--- config.mk ---
export PLATFORM = sky130hd
export DESIGN_NAME = reg_pack_unpacker
export DESIGN_NICKNAME = d
export VERILOG_FILES = /design/src/rtl/rpu_pkg.sv /design/src/rtl/rpu_collector.sv /design/src/rtl/rpu_lane_decode.sv /design/src/rtl/rpu_issuer.sv /design/src/rtl/reg_pack_unpacker.sv
export SDC_FILE = /design/constraint.sdc
export NUM_CORES = 1
export LEC_CHECK = 0
export BUFFER_PORTS_ARGS = -buffer_cell sky130_fd_sc_hd__buf_2
export CORE_MARGIN = 2
export CORE_UTILIZATION = 47
export CTS_CLUSTER_SIZE = 25
export DETAILED_ROUTE_END_ITERATION = 10
export GPL_TIMING_DRIVEN = 0
export PLACE_DENSITY_LB_ADDON = 0.05
export SKIP_LAST_GASP = 1
export SYNTH_ARGS = -nofsm -noshare
export SYNTH_HDL_FRONTEND = slang
export SYNTH_SLANG_ARGS = --single-unit
--- constraint.sdc ---
create_clock -name clk -period 3.55 [get_ports clk]
set_clock_uncertainty 0.15 [all_clocks]
set_input_delay 0.71 -clock clk [delete_from_list [all_inputs] [get_ports clk]]
set_output_delay 0.71 -clock clk [all_outputs]
set_load 0.02 [all_outputs]
--- src/rtl/rpu_pkg.sv ---
package rpu_pkg;

    localparam int DATA_W = 32;
    localparam int ADDR_W = 16;
    localparam int IDX_W  = 8;
    localparam int LANES  = 4;
    localparam int LANE_W = $clog2(LANES);
    localparam int CNT_W  = $clog2(LANES + 1);

    localparam logic [ADDR_W-1:0] WIN0_BASE = 16'h1C00;
    localparam logic [ADDR_W-1:0] WIN1_BASE = 16'h2C00;
    localparam logic [ADDR_W-1:0] PAD_ADDR  = 16'h1C54;
    localparam logic [ADDR_W-1:0] EXEC_LO   = 16'h1D00;
    localparam logic [ADDR_W-1:0] EXEC_HI   = 16'h1DFF;

    typedef enum logic {
        PH_GATHER = 1'b0,
        PH_ISSUE  = 1'b1
    } phase_e;

    typedef struct packed {
        logic [ADDR_W-1:0] addr;
        logic [DATA_W-1:0] data;
        logic              skip;
        logic              kick;
    } lane_t;

    function automatic logic [ADDR_W-1:0] idx_to_addr(input logic [IDX_W-1:0] idx);
        logic [ADDR_W-1:0] off;
        off = '0;
        off[IDX_W:0] = {idx[IDX_W-2:0], 2'b00};
        return (idx[IDX_W-1] ? WIN1_BASE : WIN0_BASE) + off;
    endfunction

    function automatic logic is_pad(input logic [ADDR_W-1:0] a);
        return a == PAD_ADDR;
    endfunction

    function automatic logic is_exec(input logic [ADDR_W-1:0] a);
        return (a >= EXEC_LO) && (a <= EXEC_HI);
    endfunction

endpackage

--- src/rtl/rpu_collector.sv ---
module rpu_collector
    import rpu_pkg::*;
(
    input  logic                          clk,
    input  logic                          rst,
    input  logic                          take,
    input  logic [DATA_W-1:0]             word,
    output logic [DATA_W-1:0]             hdr,
    output logic [LANES-1:0][DATA_W-1:0]  payload,
    output logic                          pkt_done
);
    logic [CNT_W-1:0]  cnt_q;
    logic [LANE_W-1:0] slot;

    assign slot     = LANE_W'(cnt_q - CNT_W'(1));
    assign pkt_done = take && (cnt_q == CNT_W'(LANES));

    always_ff @(posedge clk) begin
        if (rst) begin
            cnt_q <= '0;
        end else if (take) begin
            cnt_q <= (cnt_q == CNT_W'(LANES)) ? '0 : cnt_q + CNT_W'(1);
        end
    end

    always_ff @(posedge clk) begin
        if (take) begin
            if (cnt_q == '0) hdr <= word;
            else             payload[slot] <= word;
        end
    end
endmodule

--- src/rtl/rpu_lane_decode.sv ---
module rpu_lane_decode
    import rpu_pkg::*;
(
    input  logic [DATA_W-1:0]             hdr,
    input  logic [LANES-1:0][DATA_W-1:0]  payload,
    output lane_t [LANES-1:0]             lanes
);
    for (genvar g = 0; g < LANES; g++) begin : g_lane
        logic [IDX_W-1:0] idx;
        lane_t            ln;
        assign idx     = hdr[g*IDX_W +: IDX_W];
        assign ln.addr = idx_to_addr(idx);
        assign ln.data = payload[g];
        assign ln.skip = is_pad(ln.addr);
        assign ln.kick = is_exec(ln.addr);
        assign lanes[g] = ln;
    end
endmodule

--- src/rtl/rpu_issuer.sv ---
module rpu_issuer
    import rpu_pkg::*;
(
    input  logic              clk,
    input  logic              rst,
    input  logic              pkt_done,
    input  lane_t [LANES-1:0] lanes,
    output logic              in_ready,
    output logic              wr_valid,
    output logic [ADDR_W-1:0] wr_addr,
    output logic [DATA_W-1:0] wr_data,
    input  logic              wr_ready,
    output logic              exec_pulse
);
    phase_e            phase_q;
    logic [LANE_W-1:0] lane_q;
    lane_t             cur;
    logic              busy;
    logic              step;
    logic              last;

    assign cur      = lanes[lane_q];
    assign busy     = (phase_q == PH_ISSUE);
    assign in_ready = !busy;
    assign wr_valid = busy && !cur.skip;
    assign wr_addr  = cur.addr;
    assign wr_data  = cur.data;
    assign step     = busy && (cur.skip || wr_ready);
    assign last     = (lane_q == LANE_W'(LANES - 1));

    always_ff @(posedge clk) begin
        if (rst) begin
            phase_q    <= PH_GATHER;
            lane_q     <= '0;
            exec_pulse <= 1'b0;
        end else begin
            exec_pulse <= wr_valid && wr_ready && cur.kick;
            if (!busy) begin
                if (pkt_done) begin
                    phase_q <= PH_ISSUE;
                    lane_q  <= '0;
                end
            end else if (step) begin
                if (last) begin
                    phase_q <= PH_GATHER;
                    lane_q  <= '0;
                end else begin
                    lane_q <= lane_q + LANE_W'(1);
                end
            end
        end
    end
endmodule

--- src/rtl/reg_pack_unpacker.sv ---
module reg_pack_unpacker
    import rpu_pkg::*;
(
    input  logic              clk,
    input  logic              rst,
    input  logic              in_valid,
    input  logic [31:0]       in_word,
    output logic              in_ready,
    output logic              wr_valid,
    output logic [15:0]       wr_addr,
    output logic [31:0]       wr_data,
    input  logic              wr_ready,
    output logic              exec_pulse
);
    logic [DATA_W-1:0]            hdr;
    logic [LANES-1:0][DATA_W-1:0] payload;
    logic                         pkt_done;
    lane_t [LANES-1:0]            lanes;

    rpu_collector u_collect (
        .clk      (clk),
        .rst      (rst),
        .take     (in_valid && in_ready),
        .word     (in_word),
        .hdr      (hdr),
        .payload  (payload),
        .pkt_done (pkt_done)
    );

    rpu_lane_decode u_decode (
        .hdr     (hdr),
        .payload (payload),
        .lanes   (lanes)
    );

    rpu_issuer u_issue (
        .clk        (clk),
        .rst        (rst),
        .pkt_done   (pkt_done),
        .lanes      (lanes),
        .in_ready   (in_ready),
        .wr_valid   (wr_valid),
        .wr_addr    (wr_addr),
        .wr_data    (wr_data),
        .wr_ready   (wr_ready),
        .exec_pulse (exec_pulse)
    );
endmodule

---- After elaboration in Yosys (flattened, before gate mapping) ----
Cells that the tools add are included.
storage, ports and cells
  register bits ........................... 167
  output and inout bits ................... 51
  word-level logic and storage cells ...... 72
  input bits .............................. 36
operators by class
  add/sub/neg operators ................... 7
  magnitude comparators ................... 11
  muxes and demuxes ....................... 18
  reductions and logical operators ........ 19
  bitwise logic cells ..................... 1
  equality and inequality tests ........... 7
operators with widths
  kind                  count
  $bwmux 128            1
  $bmux 50 s2           1
  $add 16x9->16         4
  $demux 32 s2          1
  $eq 16x13->1 const B  4
  $ge 16x13->1 const B  4
  $le 16x13->1 const B  4
  $mux 14               4
  $mux 50               1
  $mux 32               1
  $logic_and 1x1->1     11
  $mux 2                4
  $lt 2x3->1 const B    2
  $reduce_and 2->1      3
  $mux 1                4
  $add 3x1->3 const B   1
  $eq 3x3->1 const B    1
  $logic_not 3->1       1
  $mux 3                1
  $add 2x1->2 const B   1
  $eq 2x2->1 const B    1
  $ge 2x1->1 const B    1
  $logic_not 1->1       2
  $ne 2x2->1 const B    1
  other kinds (4)       4

---- Depth between registers and ports, before layout ----
  depth after elaboration ................. 10
  gate-level depth with buffers ........... 8
  mapped depth without buffers ............ 7

---- Modules after synthesis ----
A second synthesis with hierarchy kept.
unflattened totals
  cells, all modules ...................... 492
  area, all modules ....................... 8127.8 µm²
by module, submodules not included
  module             instances  cells each  area an instance (µm²)  seq. area each (µm²)
  rpu_collector      1          192         5073.6                  4864.7
  rpu_lane_decode    1          210         1554.0                  0.0
  rpu_issuer         1          89          1493.9                  80.1
  reg_pack_unpacker  1          1           6.3                     0.0

---- Least setup slack after synthesis ----
Ideal clock, no wire load.
  path kind ............................... in2reg
  start ................................... input port in_valid
  end ..................................... register u_collect.payload[0] (netlist bit), enable pin
  required time ........................... 3.008 ns
  stages on the path ...................... 3
  path buffers ............................ 0
  library setup time ...................... 0.392 ns
  arrival time ............................ 2.096 ns
  setup slack ............................. 0.912 ns
  path through ............................ nor2b_1 > a21boi_0 > and2_1
between the ends
  cells in the longest elaborated chain, start to end .. 2
RTL lines
  element                        line                     text
  start, declared                reg_pack_unpacker.sv:6   input logic in_valid,
  $logic_and 1x1->1              reg_pack_unpacker.sv:23  .take (in_valid && in_ready),
  $reduce_and 2->1 (no line)     n/a
  end signal, assigned by index  rpu_collector.sv:29      else payload[slot] <= word;
  end, declared                  rpu_collector.sv:9       output logic [LANES-1:0][DATA_W-1:0] payload,
No other way between the ends.
A chain may end at the register's enable or synchronous reset.

---- Final worst setup path ----
  start ................................... register u_collect.hdr[27]
  end ..................................... output port wr_valid
between the ends
  cells in the longest elaborated chain, start to end .. 6
RTL lines
  element                        line                    text
  start, declared                rpu_collector.sv:8      output logic [DATA_W-1:0] hdr,
  start signal, assigned         rpu_collector.sv:28     if (cnt_q == '0) hdr <= word;
  $add 16x9->16                  rpu_pkg.sv:32           return (idx[IDX_W-1] ? WIN1_BASE : WIN0_BASE) + off;
  $eq 16x13->1                   rpu_pkg.sv:36           return a == PAD_ADDR;
  $bmux 50 s2                    rpu_issuer.sv:22        assign cur = lanes[lane_q];
  $mux 50 (not written as such)  rpu_issuer.sv:22
  $logic_not 1->1                rpu_issuer.sv:25        assign wr_valid = busy && !cur.skip;
  $logic_and 1x1->1              rpu_issuer.sv:25
  end, declared                  reg_pack_unpacker.sv:9  output logic wr_valid,
No other way between the ends. The select of a mux whose other input is x is not followed.

==> impl_results.md <==
- Setup TNS: 0 ns
- Clock slew at reported path FFs: 0.06 ns
- Final hold violations: 0
- Clock share of power: 44.3%
- Max H-tree Level: 4
- Largest stage delay on the critical path: 0.51 ns
- Rows: 42
- Full die area: 14620 um2
- Routed Antenna Nets: 0
- Post-cts resize count: 0
- CP Class: reg -> out
- Dpl cell area: 7131 um2
- Inserted Clock Buffers: 17
- Hpwl dp: 8.004 mm
- Post-route DRC: 0
- DRT Wirelength: 12.22 mm
- Clk_lat worst skew: 0.42 ns
- # setup viols final: 0
- Hold Crit Class: in -> reg
- Met2 usage: 29.07%
- Grt total ovfl: 0
- Delay-heaviest family, CP: simple AND/OR/NAND/NOR gates
- Initial DRC count: 179
- Post-synthesis cell count: 298
- Fin util: 58.39%
- Io pins: 87
- Rel. slew slack: 50.24%
- Initial Util: 48.31%
- Final Cycle Share: 93.66%
- Count of pins over their slew limit: 0
- Vias: 3148
- Number of synthesized register bits: 167
- Number of synthesized flops with an enable pin: 160
- Post-CTS Hold Fix Bufs: 0
- Clk buf depth: 2
- RSZ-0062 raised after global routing: no
- Reg area: 4945 um2
- Sequential Power Share: 51.5%
- Pin count of the biggest net entering global routing: 37
- Total Nets Final: 445
- Max Cap Viol: 0
- Routability cong.: 0.7652
- Met3 Use GR: 5.686%
- First-pass GRT wire length: 18.55 mm
- CTS tree: yes
- Slowest CP cell: or4b_1
- Initial DRT Pass Iterations: 4
- Worst slack, placed: 0.5269 ns
- Vias per cell: 5.318
- Share of the synthesized area in the top cell type: 74.81%
- Peak VDD IR: 0.3127 mV
- Leakage: 2.623 nW
- Core area: 13300 um2
- Synth warn: 0
- Final instance area: 7764 um2
- Total clock sinks: 167
- Non-Filler Instances: 592
- Design Power: 4.374 mW
- Comb power frac: 4.2%
- CTS root buffer: clkbuf_16
- Share of cells above drive strength 1: 40.63%
- Vias in the first global route: 3291
- Total global-route track usage: 18.08%
- Antenna violations before repair: 0
- Number of setup buffers added after CTS: 0
- Mapped Avg Cell Area: 21.55 um2
- CP Data Required Time: 2.69 ns
- Post-Syn Area: 6422 um2
- # diodes: 0
- CP Buf/Inv Count: 1
- Post-synth cell types: 40
- Die outline height: 120.9 um
- Multi-input gate area: 1359 um2
- Die Span X: 120.9 um
- Fin Hold WS: 0.3756 ns
- Critical Path, Cell by Cell: or4b_1, or4_1, nand3_1, o21ai_0, and2_1, buf_2
- Status: finished, final reports clean
- Register area share after synthesis: 76.99%
- PnR worst setup slack: 0.2250 ns
- Cell taking the most area after synthesis: edfxtp_1
- Power per Cell Area: 563.5 nW/um2
- Minimum clock period: 3.325 ns
- CP arrival: 2.46 ns
- CP Launch Type: register
- CP endpoint kind: primary output
- Largest cells by area after synthesis: edfxtp_1, mux4_2, dfxtp_1, ha_1, buf_4
- F_max: 300.8 MHz
- Most Crowded Layer GR: met2
- Avg WL per Cell: 20.64 um
- Fillers: 1007
- Psw: 0.8701 mW
- Placed insts: 560
- Synth Flop Type: edfxtp_1
- Port bufs: 78
- Slew at the pin with the worst max-slew slack: 0.7464 ns
- Met1 track demand over resource: 23.64%
- Sw frac: 19.89%
- Crit path max fanout: 2
- Synth-to-Final Area Change: 20.88%
- Async SR Flop Fraction: 0%
- Internal Pwr Total: 3.504 mW
## routing by layer
metal  vias to the layer above  share of wire (%)
li1                       1436                  -
met1                      1595                 43
met2                       108                 51
met3                         9                5.6
met4                         0               0.91
met5                         -                  0
## sequential cells by signal, indices dropped and copies added (netlist names)
name	flops
u_issue.busy	1
u_collect.hdr	32
u_collect.cnt_q	3
u_issue.lane_q	2
u_collect.payload	128
u_issue.exec_pulse	1
## layout by cell type (no fill, tap or decap), types with 5 or more instances in the layout
cell,n
buf_2,81
buf_4,9
clkbuf_1,5
clkbuf_16,17
conb_1,7
dfxtp_1,7
edfxtp_1,160
ha_1,6
inv_1,7
mux4_2,39
nor2_1,7
## area by class of cell
cell class | instances | share of cell area, %
tap | 176 | 2.836
sequential | 167 | 63.69
timing repair buffer | 81 | 5.995
multi-input combinational | 110 | 17.50
buffer | 19 | 1.499
clock inverter | 12 | 2.256
inverter | 7 | 0.3384
clock buffer | 20 | 5.882
## cell families after synthesis
group	synth area share, %
AOI/OAI and AO/OA	1.715
xor gates and xnor gates	0.1364
adders and majority gates	1.169
buffers and inverters	2.221
DFF	76.99
muxes	13.85
other	0.1169
and+or+nand+nor	3.799
## path summary, 6_finish.rpt
check	slack (ns)	start	to	depth (start not counted)
hold reg to reg	0.42	u_issue.busy	u_issue.exec_pulse	2
setup reg to reg	1.27	u_issue.busy	u_collect.payload[14]	4
setup / recovery	0.23	u_collect.hdr[27]	wr_valid	6
hold / removal	0.38	in_word[24]	u_collect.payload[120]	1
## synth_stat cells, types with 4 or more instances
master,number
edfxtp_1,160
mux4_2,39
buf_4,9
dfxtp_1,7
inv_1,7
nor2_1,7
ha_1,6
and2_1,4
clkbuf_1,4
nor2b_1,4
nor3_1,4
nor4_1,4
o21ai_0,4
## power by group through the flow
stage | combinational [mW] | clock (mW) | sequential [mW]
floorplan | 0.103 | 0 | 2.28
global placement | 0.177 | 0 | 2.30
detailed placement | 0.187 | 0 | 2.30
CTS | 0.188 | 1.97 | 2.25
global route | 0.202 | 2.06 | 2.26
finish | 0.185 | 1.94 | 2.25
No activity file was read; power rests on OpenSTA's default activity.
